**src/rtl/mt_sel_pkg.sv**
```systemverilog
package mt_sel_pkg;

   typedef enum logic [1:0] {
      KIND_OTHER  = 2'd0,
      KIND_LOAD   = 2'd1,
      KIND_BRANCH = 2'd2,
      KIND_SPARE  = 2'd3
   } issue_kind_e;

   // Kinds that open a fixed-length issue shadow on the issuing thread.
   function automatic logic kind_opens_shadow(input issue_kind_e k);
      return (k == KIND_LOAD) || (k == KIND_BRANCH);
   endfunction

endpackage

```
**src/rtl/mt_thread_ctx.sv**
```systemverilog
module mt_thread_ctx #(
   parameter int SHADOW_CYC = 3
) (
   input  logic clk,
   input  logic rst,
   input  logic valid_i,
   input  logic shadow_start_i,
   input  logic miss_open_i,
   input  logic miss_close_i,
   output logic valid_o,
   output logic elig_o
);
   localparam int CNT_W = (SHADOW_CYC < 1) ? 1 : $clog2(SHADOW_CYC + 1);

   logic valid_q;
   logic miss_q;
   logic shadow_done;

   always_ff @(posedge clk) begin
      if (rst) valid_q <= 1'b0;
      else     valid_q <= valid_i;
   end

   // Open beats close when both hit in the same cycle.
   always_ff @(posedge clk) begin
      if (rst)               miss_q <= 1'b0;
      else if (miss_open_i)  miss_q <= 1'b1;
      else if (miss_close_i) miss_q <= 1'b0;
   end

   generate
      if (SHADOW_CYC == 0) begin : g_no_shadow
         assign shadow_done = 1'b1;
      end else begin : g_shadow
         logic [CNT_W-1:0] cnt_q;

         always_ff @(posedge clk) begin
            if (rst)                 cnt_q <= '0;
            else if (shadow_start_i) cnt_q <= CNT_W'(SHADOW_CYC);
            else if (cnt_q != '0)    cnt_q <= cnt_q - 1'b1;
         end

         assign shadow_done = (cnt_q == '0);

         p_shadow_start_r4: assert property (@(posedge clk) disable iff (rst)
            shadow_start_i |=> !elig_o);

         p_shadow_expire_r4: assert property (@(posedge clk) disable iff (rst)
            (cnt_q == CNT_W'(1) && !miss_q && !miss_open_i && valid_i) |=> elig_o);
      end
   endgenerate

   assign valid_o = valid_q;
   assign elig_o  = valid_q && shadow_done && !miss_q;

   p_miss_hold_r6: assert property (@(posedge clk) disable iff (rst)
      (miss_q && !miss_close_i) |=> !elig_o);

   p_miss_open_r6: assert property (@(posedge clk) disable iff (rst)
      miss_open_i |=> !elig_o);

   p_disabled_idle_r2: assert property (@(posedge clk) disable iff (rst)
      !valid_i |=> !elig_o);

endmodule

```
**src/rtl/mt_rr_pick.sv**
```systemverilog
module mt_rr_pick #(
   parameter int N = 4,
   localparam int ID_W = (N < 2) ? 1 : $clog2(N)
) (
   input  logic [N-1:0]    elig_i,
   input  logic [ID_W-1:0] ptr_i,
   output logic            gnt_valid_o,
   output logic [ID_W-1:0] gnt_id_o
);
   logic [ID_W:0]   sum;
   logic [ID_W-1:0] idx;

   always_comb begin
      gnt_valid_o = 1'b0;
      gnt_id_o    = '0;
      sum         = '0;
      idx         = '0;
      for (int k = 0; k < N; k++) begin
         sum = {1'b0, ptr_i} + (ID_W+1)'(k);
         if (sum >= (ID_W+1)'(N)) sum = sum - (ID_W+1)'(N);
         idx = sum[ID_W-1:0];
         if (!gnt_valid_o && elig_i[idx]) begin
            gnt_valid_o = 1'b1;
            gnt_id_o    = idx;
         end
      end
   end

endmodule

```
**src/rtl/mt_issue_sel.sv**
```systemverilog
module mt_issue_sel
   import mt_sel_pkg::*;
#(
   parameter int NUM_THR    = 4,
   parameter int SHADOW_CYC = 3,
   localparam int ID_W = (NUM_THR < 2) ? 1 : $clog2(NUM_THR)
) (
   input  logic               clk,
   input  logic               rst,
   input  logic [NUM_THR-1:0] thr_valid_i,
   input  logic [1:0]         issue_kind_i,
   input  logic               miss_set_i,
   input  logic [ID_W-1:0]    miss_set_id_i,
   input  logic               miss_clr_i,
   input  logic [ID_W-1:0]    miss_clr_id_i,
   output logic [ID_W-1:0]    sel_id_o,
   output logic               sel_valid_o
);
   generate
      if (NUM_THR < 2 || NUM_THR > 64) begin : g_bad_thr
         $error("mt_issue_sel: NUM_THR must lie in 2..64");
      end
      if (SHADOW_CYC < 0 || SHADOW_CYC > 15) begin : g_bad_shadow
         $error("mt_issue_sel: SHADOW_CYC must lie in 0..15");
      end
   endgenerate

   logic [NUM_THR-1:0] elig;
   logic [NUM_THR-1:0] thr_vld;
   logic [ID_W-1:0]    ptr_q;
   logic               gnt_valid;
   logic [ID_W-1:0]    gnt_id;
   logic               opens_shadow;

   assign opens_shadow = kind_opens_shadow(issue_kind_e'(issue_kind_i));

   generate
      for (genvar t = 0; t < NUM_THR; t++) begin : g_thr
         logic start_t, open_t, close_t;
         assign start_t = gnt_valid && (gnt_id == ID_W'(t)) && opens_shadow;
         assign open_t  = miss_set_i && (miss_set_id_i == ID_W'(t));
         assign close_t = miss_clr_i && (miss_clr_id_i == ID_W'(t));

         mt_thread_ctx #(.SHADOW_CYC(SHADOW_CYC)) ctx_i (
            .clk            (clk),
            .rst            (rst),
            .valid_i        (thr_valid_i[t]),
            .shadow_start_i (start_t),
            .miss_open_i    (open_t),
            .miss_close_i   (close_t),
            .valid_o        (thr_vld[t]),
            .elig_o         (elig[t])
         );
      end
   endgenerate

   mt_rr_pick #(.N(NUM_THR)) pick_i (
      .elig_i      (elig),
      .ptr_i       (ptr_q),
      .gnt_valid_o (gnt_valid),
      .gnt_id_o    (gnt_id)
   );

   always_ff @(posedge clk) begin
      if (rst)            ptr_q <= '0;
      else if (gnt_valid) ptr_q <= (gnt_id == ID_W'(NUM_THR-1)) ? '0 : gnt_id + 1'b1;
   end

   assign sel_valid_o = gnt_valid;
   assign sel_id_o    = gnt_id;

   p_grant_enabled_r2: assert property (@(posedge clk) disable iff (rst)
      sel_valid_o |-> thr_vld[sel_id_o]);

   p_grant_eligible_r8: assert property (@(posedge clk) disable iff (rst)
      sel_valid_o |-> elig[sel_id_o]);

   p_idle_only_when_none_r8: assert property (@(posedge clk) disable iff (rst)
      !sel_valid_o |-> (elig == '0 && sel_id_o == '0));

   p_repeat_only_alone_r3: assert property (@(posedge clk) disable iff (rst)
      (sel_valid_o && $past(sel_valid_o) && sel_id_o == $past(sel_id_o))
         |-> $countones(elig) == 1);

   p_first_after_reset_r1: assert property (@(posedge clk)
      $fell(rst) |-> !sel_valid_o);

endmodule

```
**config.mk**
```make
export PLATFORM = sky130hd
export DESIGN_NAME = mt_issue_sel
export DESIGN_NICKNAME = d
export VERILOG_FILES = /design/src/rtl/mt_sel_pkg.sv /design/src/rtl/mt_thread_ctx.sv /design/src/rtl/mt_rr_pick.sv /design/src/rtl/mt_issue_sel.sv
export SDC_FILE = /design/constraint.sdc
export NUM_CORES = 1
export LEC_CHECK = 0
export BUFFER_PORTS_ARGS = -buffer_cell sky130_fd_sc_hd__buf_4
export CORE_UTILIZATION = 57
export DETAILED_ROUTE_END_ITERATION = 16
export GPL_TIMING_DRIVEN = 0
export PLACE_DENSITY = 0.81
export SLEW_MARGIN = 20
export SYNTH_ARGS = -nofsm -noshare
export SYNTH_HDL_FRONTEND = slang
export SYNTH_SLANG_ARGS = --single-unit
```
**constraint.sdc**
```tcl
create_clock -name clk -period 4 [get_ports clk]
set_input_delay 0.8 -clock clk [delete_from_list [all_inputs] [get_ports clk]]
set_output_delay 0.8 -clock clk [all_outputs]
set_load 0.01 [all_outputs]
```
==> impl_metrics.prom, run 1 <==
# TYPE chip_impl_metric gauge
chip_impl_info{name="status",value="finished, final reports clean"} 1
chip_impl_metric{name="share_of_cells_above_drive_strength_1",unit=""} 0.223
chip_impl_metric{name="final_hold_fails",unit=""} 0
chip_impl_metric{name="globalRoute.totalOverflow",unit=""} 0
chip_impl_metric{name="slew_viol_final",unit=""} 0
chip_impl_metric{name="via_count",unit=""} 794
chip_impl_metric{name="violation_count_after_the_first_detailed_routing_iteration",unit=""} 11
chip_impl_metric{name="final_core_utilization",unit=""} 0.719
chip_impl_metric{name="netlist-cell-type-count",unit=""} 31
chip_impl_metric{name="clock_sink_count",unit=""} 18
chip_impl_metric{name="die_height",unit="um"} 42.9
chip_impl_info{name="cts_root_buffer",value="sky130_fd_sc_hd__clkbuf_4"} 1
chip_impl_metric{name="grt_pass1_wl",unit="um"} 2880
chip_impl_metric{name="yosys_warnings",unit=""} 0
chip_impl_metric{name="grt_start_max_net_pins",unit=""} 11
chip_impl_metric{name="peakVddDrop",unit="V"} 0.000395
chip_impl_metric{name="finClkSkew",unit="ns"} 0.00450
chip_impl_metric{name="instances_no_fill",unit=""} 137
chip_impl_metric{name="placed_area",unit="um^2"} 1090
chip_impl_metric{name="nFillCells",unit=""} 125
chip_impl_metric{name="syn_nets",unit=""} 125
chip_impl_metric{name="nNetsFinal",unit=""} 145
chip_impl_metric{name="max_cap_violations",unit=""} 0
chip_impl_info{name="mostFrequentLayoutCell",value="sky130_fd_sc_hd__dfxtp_1"} 1
chip_impl_metric{name="first_global_vias",unit=""} 726
chip_impl_metric{name="post-place-cells",unit=""} 134
chip_impl_metric{name="post_cts_resized",unit=""} 0
chip_impl_info{name="grt_setup_unrepaired",value="false"} 1
chip_impl_metric{name="power.density",unit="nW/um^2"} 620
chip_impl_info{name="critPathKind",value="register to primary output"} 1
chip_impl_metric{name="total_leakage_power",unit="nW"} 0.479
chip_impl_metric{name="worst_skew_pair_latency",unit="ns"} 0.30
chip_impl_metric{name="tns",unit="ns"} 0
chip_impl_metric{name="antenna_found_initial",unit=""} 0
chip_impl_metric{name="area_delta_synth_final",unit="%"} 16.3
chip_impl_metric{name="finalSetupViolCount",unit=""} 0
chip_impl_metric{name="hpwl",unit="um"} 1420
chip_impl_metric{name="die_area",unit="um^2"} 1840
chip_impl_metric{name="period_minus_slack",unit="ns"} 2.83
chip_impl_info{name="hold_path.class",value="register to register"} 1
chip_impl_metric{name="post_synth_inst_count",unit=""} 103
chip_impl_metric{name="first_pass_iters",unit=""} 4
chip_impl_metric{name="final_antenna_net_count",unit=""} 0
chip_impl_metric{name="sequential_share_of_the_synthesized_area",unit=""} 0.378
chip_impl_metric{name="finalWeightedCongestion",unit=""} 0.681
chip_impl_metric{name="cts_buffer_depth",unit=""} 2
chip_impl_info{name="critical_path.slowest_cell",value="sky130_fd_sc_hd__a311oi_1"} 1
chip_impl_metric{name="core_region_area",unit="um^2"} 1540
chip_impl_metric{name="h-tree-depth",unit=""} 1
chip_impl_metric{name="clock_buffer_count_from_cts",unit=""} 3
chip_impl_metric{name="synth_area",unit="um^2"} 953
chip_impl_metric{name="synth.avg_cell_area",unit="um^2"} 9.26
chip_impl_info{name="final_cell_mix",value="sky130_fd_sc_hd__dfxtp_1, sky130_fd_sc_hd__buf_4, sky130_fd_sc_hd__a21oi_1"} 1
chip_impl_metric{name="post-route-period-util",unit=""} 0.707
chip_impl_info{name="tritoncts",value="yes"} 1
chip_impl_info{name="crit_path_start_kind",value="register"} 1
chip_impl_metric{name="yosys_register_bits",unit=""} 18
chip_impl_metric{name="io_pins",unit=""} 17
chip_impl_metric{name="wl_per_cell",unit="um"} 12.7
chip_impl_metric{name="die_w",unit="um"} 42.9
chip_impl_metric{name="cts_hold_buffers",unit=""} 0
chip_impl_metric{name="critical-path-max-stage-delay",unit="ns"} 0.50
chip_impl_metric{name="layout.cell_area.non_filler",unit="um^2"} 1110
chip_impl_metric{name="worst-path-max-fanout",unit=""} 5
chip_impl_metric{name="via_per_inst",unit=""} 5.80
chip_impl_info{name="crit_chain",value="inv_1 > ha_1 > nand3b_2 > o21ai_0 > a311oi_1 > buf_4"} 1
chip_impl_metric{name="detail_route.wirelength",unit="um"} 1740
chip_impl_metric{name="place.port_buffers",unit=""} 15
chip_impl_metric{name="post-cts-setup-buffer-count",unit=""} 0
chip_impl_metric{name="diodes",unit=""} 0
chip_impl_metric{name="slew-limit-headroom",unit=""} 0.681
chip_impl_metric{name="drc_errors",unit=""} 0
chip_impl_metric{name="worst-endpoint-arrival",unit="ns"} 2.03
chip_impl_metric{name="placementRows",unit=""} 14
chip_impl_metric{name="grt_usage",unit=""} 0.216
chip_impl_metric{name="clk_transition_reported_paths",unit="ns"} 0.10
chip_impl_info{name="kind_of_end_point_of_the_critical_path",value="primary output"} 1
chip_impl_metric{name="tightest_slew",unit="ns"} 0.475
chip_impl_metric{name="floorplan.initialDensity",unit=""} 0.619
chip_impl_metric{name="timing.hold.ws",unit="ns"} 0.512
chip_impl_metric{name="maxClockFrequency",unit="MHz"} 353
chip_impl_metric{name="required",unit="ns"} 3.20
cell type report:
type	instances	area [um^2]	share of cell area
multi-input combinational	73	548	0.494
sequential	18	360	0.325
timing repair buffer	15	113	0.102
inverter	10	37.5	0.0339
clock buffer	3	22.5	0.0203
tap	16	20.0	0.0181
buffer	2	7.51	0.00677
worst max-delay path, delay by kind of cell (launching register included):
| kind | cells | cell delay [ns] |
|---|---|---|
| AOI/OAI and AO/OA | 2 | 0.68 |
| adders and majority gates | 1 | 0.27 |
| buffers and inverters | 2 | 0.26 |
| DFF | 1 | 0.35 |
| and+or+nand+nor | 1 | 0.17 |
synth_stat cells:
cell                        n  area share
sky130_fd_sc_hd__or3b_2     1      0.0092
sky130_fd_sc_hd__o221ai_1   1      0.0092
sky130_fd_sc_hd__nor3b_1    1      0.0079
sky130_fd_sc_hd__buf_1      1      0.0039
sky130_fd_sc_hd__a21oi_1   14       0.073
sky130_fd_sc_hd__mux2i_1    1       0.010
sky130_fd_sc_hd__nand3b_1   2       0.016
sky130_fd_sc_hd__nand2_1    6       0.024
sky130_fd_sc_hd__a32oi_2    1       0.017
sky130_fd_sc_hd__o221ai_2   1       0.016
sky130_fd_sc_hd__a32oi_1    2       0.018
sky130_fd_sc_hd__nand3b_2   3       0.035
sky130_fd_sc_hd__o21a_1     1      0.0079
sky130_fd_sc_hd__ha_1       8        0.10
sky130_fd_sc_hd__and2_1     1      0.0066
sky130_fd_sc_hd__and2_4     1      0.0092
sky130_fd_sc_hd__and3b_1    2       0.018
sky130_fd_sc_hd__clkbuf_1   1      0.0039
sky130_fd_sc_hd__xor2_1     4       0.037
sky130_fd_sc_hd__a311o_1    1       0.010
sky130_fd_sc_hd__nor2_1    10       0.039
sky130_fd_sc_hd__nand3b_4   1       0.021
sky130_fd_sc_hd__dfxtp_1   18        0.38
sky130_fd_sc_hd__nand4_1    1      0.0066
sky130_fd_sc_hd__a311oi_1   1      0.0092
sky130_fd_sc_hd__o21ai_0    2       0.010
sky130_fd_sc_hd__inv_1     10       0.039
sky130_fd_sc_hd__nor2b_1    4       0.026
sky130_fd_sc_hd__xnor2_1    1      0.0092
sky130_fd_sc_hd__nand3_1    1      0.0052
sky130_fd_sc_hd__a41oi_2    1       0.017
metal layers:
metal  wire length [um]  share of wire  global-route usage  vias up
li1                   -              -                   -      398
met5                  0              0                   0        -
met3                 43          0.025              0.0383        5
met1                726           0.42               0.233      377
met2                931           0.53               0.382       14
met4                 40          0.023               0.131        0
stage by stage:
step                      worst slack [ns]  power (mW)
after floorplan                       1.80       0.513
after global placement                1.63       0.576
after detailed placement              1.50       0.604
after CTS                             1.16       0.696
after global routing                  1.11       0.745
final                                 1.17       0.688
worst paths after layout:
| kind | from | end | slack, ns | cells after the start |
|---|---|---|---|---|
| min | g_thr[2].ctx_i.miss_q | g_thr[2].ctx_i.miss_q | 0.51 | 2 |
| min reg2reg | g_thr[2].ctx_i.miss_q | g_thr[2].ctx_i.miss_q | 0.51 | 2 |
| max reg2reg | g_thr[1].ctx_i.g_shadow.cnt_q[0] | ptr_q[1] | 1.86 | 8 |
| max | g_thr[1].ctx_i.g_shadow.cnt_q[0] | sel_id_o[1] | 1.17 | 6 |
power by group:
group | internal, mW | total [mW] | switching, mW
Combinational | 0.157 | 0.338 | 0.181
Clock | 0.0352 | 0.0907 | 0.0556
Sequential | 0.225 | 0.259 | 0.0341
cell families after synthesis:
kind of cell,Yosys count,share of synthesized area
and+or+nand+nor,34,0.224
AOI/OAI and AO/OA,25,0.189
DFF,18,0.378
buffers and inverters,12,0.0472
adders and majority gates,8,0.105
xor gates and xnor gates,5,0.0459
muxes,1,0.0105
sequential cells by signal, indices dropped and copies added (netlist names):
register	count
g_thr.ctx_i.g_shadow.cnt_q	8
g_thr.ctx_i.miss_q	4
g_thr.ctx_i.valid_o	4
ptr_q	2
Power figures use the tool's default switching activity.
==> inputs of run 2 (changes only) <==
--- a/config.mk
+++ b/config.mk
@@ -5,11 +5,12 @@
 export SDC_FILE = /design/constraint.sdc
 export NUM_CORES = 1
 export LEC_CHECK = 0
+export ABC_AREA = 1
 export BUFFER_PORTS_ARGS = -buffer_cell sky130_fd_sc_hd__buf_4
-export CORE_UTILIZATION = 57
+export CORE_UTILIZATION = 50
 export DETAILED_ROUTE_END_ITERATION = 16
 export GPL_TIMING_DRIVEN = 0
-export PLACE_DENSITY = 0.81
+export PLACE_DENSITY = 0.74
 export SLEW_MARGIN = 20
 export SYNTH_ARGS = -nofsm -noshare
 export SYNTH_HDL_FRONTEND = slang
==> constraint.sdc (replaced) <==
create_clock -name clk -period 2.5 [get_ports clk]
set_input_delay 0.5 -clock clk [delete_from_list [all_inputs] [get_ports clk]]
set_output_delay 0.5 -clock clk [all_outputs]
set_load 0.01 [all_outputs]
==> run 2 against run 1 <==
  * Via count up 36%
  * Clock skew down 0.0028 ns
  * Die area up 35%
  * Flip-flop and latch count unchanged
  * Clock power up 59%
  * Setup slack worse by 1.0 ns
  * Utilization down 4.2 points
  * Global-route usage down 0.14 points
  * Non-clock buffer count up 4
  * Register-to-register slack worse by 1.5 ns
  * Critical path type unchanged
==> impl_metrics.prom, run 2 <==
# TYPE chip_impl_metric gauge
chip_impl_metric{name="nNetsFinal",unit=""} 214
chip_impl_metric{name="cts_hold_buffers",unit=""} 0
chip_impl_metric{name="grt_start_max_net_pins",unit=""} 11
chip_impl_metric{name="layout.cell_area.non_filler",unit="um^2"} 1400
chip_impl_metric{name="first_pass_iters",unit=""} 4
chip_impl_metric{name="post-route-period-util",unit=""} 0.944
chip_impl_info{name="hold_path.class",value="input port to register"} 1
chip_impl_metric{name="share_of_cells_above_drive_strength_1",unit=""} 0.242
chip_impl_metric{name="die_w",unit="um"} 49.8
chip_impl_metric{name="sw_frac_of_total",unit=""} 0.468
chip_impl_metric{name="slew_viol_final",unit=""} 0
chip_impl_metric{name="grt_pass1_wl",unit="um"} 4080
chip_impl_metric{name="pwr-share-clk",unit=""} 0.078
chip_impl_metric{name="place.port_buffers",unit=""} 15
chip_impl_info{name="critPathKind",value="register to primary output"} 1
chip_impl_metric{name="post_synth_inst_count",unit=""} 169
chip_impl_metric{name="tns",unit="ns"} 0
chip_impl_metric{name="final_antenna_net_count",unit=""} 0
chip_impl_info{name="post_synth_main_area_contributors",value="sky130_fd_sc_hd__dfxtp_1, sky130_fd_sc_hd__nand2_1, sky130_fd_sc_hd__inv_1"} 1
chip_impl_metric{name="antenna_found_initial",unit=""} 0
chip_impl_metric{name="timing.hold.ws",unit="ns"} 0.404
chip_impl_metric{name="detail_route.wirelength",unit="um"} 2380
chip_impl_metric{name="globalRoute.totalOverflow",unit=""} 0
chip_impl_metric{name="core_region_area",unit="um^2"} 2060
chip_impl_metric{name="p_switching",unit="mW"} 0.861
chip_impl_metric{name="power.density",unit="nW/um^2"} 1320
chip_impl_metric{name="die_area",unit="um^2"} 2480
chip_impl_metric{name="asyncSetResetFlopFracSynth",unit=""} 0
chip_impl_metric{name="final_core_utilization",unit=""} 0.677
chip_impl_metric{name="io_pins",unit=""} 17
chip_impl_metric{name="placementRows",unit=""} 16
chip_impl_metric{name="max_cap_violations",unit=""} 0
chip_impl_metric{name="sequential_share_of_the_synthesized_area",unit=""} 0.316
chip_impl_info{name="rr_startpoint",value="g_thr[3].ctx_i.g_shadow.cnt_q[0]"} 1
chip_impl_info{name="top_count_cell_post_synth",value="sky130_fd_sc_hd__nand2_1"} 1
chip_impl_info{name="mostFrequentLayoutCell",value="sky130_fd_sc_hd__nand2_1"} 1
chip_impl_metric{name="via_count",unit=""} 1079
chip_impl_metric{name="placed_area",unit="um^2"} 1290
chip_impl_metric{name="finalSetupViolCount",unit=""} 0
chip_impl_metric{name="post-synth-top-area-fraction",unit=""} 0.316
chip_impl_metric{name="slew-limit-headroom",unit=""} 0.673
chip_impl_metric{name="first_global_vias",unit=""} 995
chip_impl_info{name="worstHoldStart",value="thr_valid_i[3]"} 1
chip_impl_metric{name="finalWeightedCongestion",unit=""} 0.892
chip_impl_info{name="tritoncts",value="yes"} 1
chip_impl_metric{name="die_height",unit="um"} 49.8
chip_impl_metric{name="worst-path-max-fanout",unit=""} 5
chip_impl_metric{name="clk_transition_reported_paths",unit="ns"} 0.10
chip_impl_info{name="cp_launch_point",value="g_thr[2].ctx_i.g_shadow.cnt_q[0]"} 1
chip_impl_metric{name="maxClockFrequency",unit="MHz"} 424
chip_impl_info{name="final_cell_mix",value="sky130_fd_sc_hd__nand2_1, sky130_fd_sc_hd__inv_1, sky130_fd_sc_hd__buf_4"} 1
chip_impl_metric{name="synth.avg_cell_area",unit="um^2"} 6.75
chip_impl_metric{name="via_per_inst",unit=""} 4.97
chip_impl_info{name="status",value="finished, final reports clean"} 1
chip_impl_info{name="cts_root_buffer",value="sky130_fd_sc_hd__clkbuf_4"} 1
chip_impl_metric{name="post-place-cells",unit=""} 211
chip_impl_info{name="synthTopCellsByCount",value="sky130_fd_sc_hd__nand2_1, sky130_fd_sc_hd__inv_1, sky130_fd_sc_hd__nor2_1, sky130_fd_sc_hd__a21oi_1, sky130_fd_sc_hd__dfxtp_1"} 1
chip_impl_info{name="largest-register",value="g_thr.ctx_i.g_shadow.cnt_q"} 1
chip_impl_metric{name="number_of_flip_flops_under_the_largest_register_name",unit=""} 8
chip_impl_metric{name="final.setup.worst_slack",unit="ns"} 0.141
chip_impl_metric{name="drc_errors",unit=""} 0
chip_impl_metric{name="violation_count_after_the_first_detailed_routing_iteration",unit=""} 21
chip_impl_metric{name="worst_skew_pair_latency",unit="ns"} 0.29
chip_impl_metric{name="peakVddDrop",unit="V"} 0.000910
chip_impl_metric{name="grt_usage",unit=""} 0.214
chip_impl_metric{name="syn_nets",unit=""} 191
chip_impl_metric{name="total_leakage_power",unit="nW"} 0.675
chip_impl_info{name="kind_of_end_point_of_the_critical_path",value="primary output"} 1
chip_impl_metric{name="yosys_warnings",unit=""} 0
chip_impl_metric{name="internal_power",unit="mW"} 0.979
chip_impl_info{name="cpMostUsedCell",value="sky130_fd_sc_hd__nand2_1"} 1
chip_impl_info{name="crit_path_start_kind",value="register"} 1
chip_impl_metric{name="hpwl",unit="um"} 1810
chip_impl_metric{name="synth-edff-count",unit=""} 0
chip_impl_metric{name="finClkSkew",unit="ns"} 0.00166
chip_impl_metric{name="period_minus_slack",unit="ns"} 2.36
chip_impl_metric{name="total_power",unit="mW"} 1.84
chip_impl_metric{name="seqPwrFrac",unit=""} 0.223
chip_impl_metric{name="wl_per_cell",unit="um"} 11.0
chip_impl_info{name="postSynth.topFlopCell",value="sky130_fd_sc_hd__dfxtp_1"} 1
chip_impl_metric{name="clock_buffer_count_from_cts",unit=""} 3
chip_impl_metric{name="final_hold_fails",unit=""} 0
chip_impl_metric{name="clock_sink_count",unit=""} 18
chip_impl_info{name="critical_path.slowest_cell",value="sky130_fd_sc_hd__dfxtp_2"} 1
chip_impl_metric{name="placement.setup.worst_slack",unit="ns"} 0.303
chip_impl_metric{name="h-tree-depth",unit=""} 1
chip_impl_metric{name="nFillCells",unit=""} 180
chip_impl_metric{name="area_delta_synth_final",unit="%"} 22.4
chip_impl_metric{name="netlist-cell-type-count",unit=""} 21
chip_impl_info{name="crit_chain",value="inv_1 > ha_4 > nand2_1 > nor2_1 > nand2_1 > nand3_1 > nand2_1 > nand3_2 > nor2_1 > a21oi_2 > inv_2 > buf_4"} 1
chip_impl_metric{name="required",unit="ns"} 2.00
chip_impl_metric{name="tightest_slew",unit="ns"} 0.491
chip_impl_metric{name="instances_no_fill",unit=""} 217
chip_impl_metric{name="floorplan.initialDensity",unit=""} 0.553
chip_impl_metric{name="worst-endpoint-arrival",unit="ns"} 1.86
chip_impl_metric{name="critical-path-max-stage-delay",unit="ns"} 0.34
chip_impl_info{name="synth_top_cell_by_area",value="sky130_fd_sc_hd__dfxtp_1"} 1
chip_impl_metric{name="yosys_register_bits",unit=""} 18
chip_impl_metric{name="synth_area",unit="um^2"} 1140
chip_impl_metric{name="power.combinational.fraction",unit=""} 0.698
chip_impl_metric{name="cts_buffer_depth",unit=""} 2
chip_impl_metric{name="diodes",unit=""} 0
==> run 2: changes by cell type in the layout (fill, tap and decap cells not counted), sizes merged, moves of 3 or more <==
| cell | delta |
|---|---|
| nand4 | +5 |
| buf | +3 |
| inv | +20 |
| nand3 | +17 |
| a21oi | +5 |
| nor2 | +11 |
| a32oi | -3 |
| nor2b | -4 |
| nand2 | +34 |
| nand3b | -6 |
==> run 2: path summary, 6_finish.rpt <==
| path | end | slack [ns] | cells after the start |
|---|---|---|---|
| worst max-delay path | sel_id_o[1] | 0.14 | 12 |
| worst min-delay path | g_thr[3].ctx_i.valid_o | 0.40 | 3 |
| worst max register to register | g_thr[2].ctx_i.g_shadow.cnt_q[1] | 0.33 | 19 |
| worst min register to register | g_thr[1].ctx_i.miss_q | 0.49 | 2 |
==> run 2: critical path: cells and delay by family, from the launching register on <==
family / cells / cell delay, ns
buffers and inverters: 3 / 0.30
adder cells (fa/ha/maj): 1 / 0.16
AO/OA/AOI/OAI: 1 / 0.18
flip-flops: 1 / 0.34
AND/OR/NAND/NOR: 7 / 0.58
==> run 2: timing repair <==
action,4_1_cts,5_1_grt
setup endpoints to repair,1,2
setup buffers,1,2
pin swaps,0,3
endpoints found under the hold margin,0,0
gates resized for setup,1,14
==> run 2: power groups by stage <==
stage                     sequential (mW)  combinational (mW)  clock (mW)
after CTS                           0.408                1.12       0.146
after floorplan                     0.403               0.836           0
after global routing                0.420                1.45       0.165
final                               0.411                1.28       0.144
after global placement              0.409                1.05           0
after detailed placement            0.415                1.08           0
==> run 2: final cells by class <==
type | count | area [um^2] | area share
timing repair buffer | 18 | 135 | 0.0968
buffer | 3 | 15.0 | 0.0108
sequential | 18 | 362 | 0.259
tap | 27 | 33.8 | 0.0242
clock buffer | 3 | 22.5 | 0.0161
inverter | 30 | 115 | 0.0824
multi-input combinational | 118 | 713 | 0.511
==> run 2: logic make-up after synthesis <==
logic type	share of synthesized area
and+or+nand+nor	0.351
DFF	0.316
AOI/OAI and AO/OA	0.0932
adders and majority gates	0.0877
buffers and inverters	0.114
xor gates and xnor gates	0.0384
==> run 2: layer usage <==
| metal | vias up | track usage | wire (um) |
|---|---|---|---|
| met2 | 21 | 0.363 | 1180 |
| met3 | 6 | 0.0278 | 77 |
| met1 | 477 | 0.264 | 1060 |
| met5 | - | 0 | 0 |
| met4 | 0 | 0.105 | 54 |
| li1 | 575 | - | - |
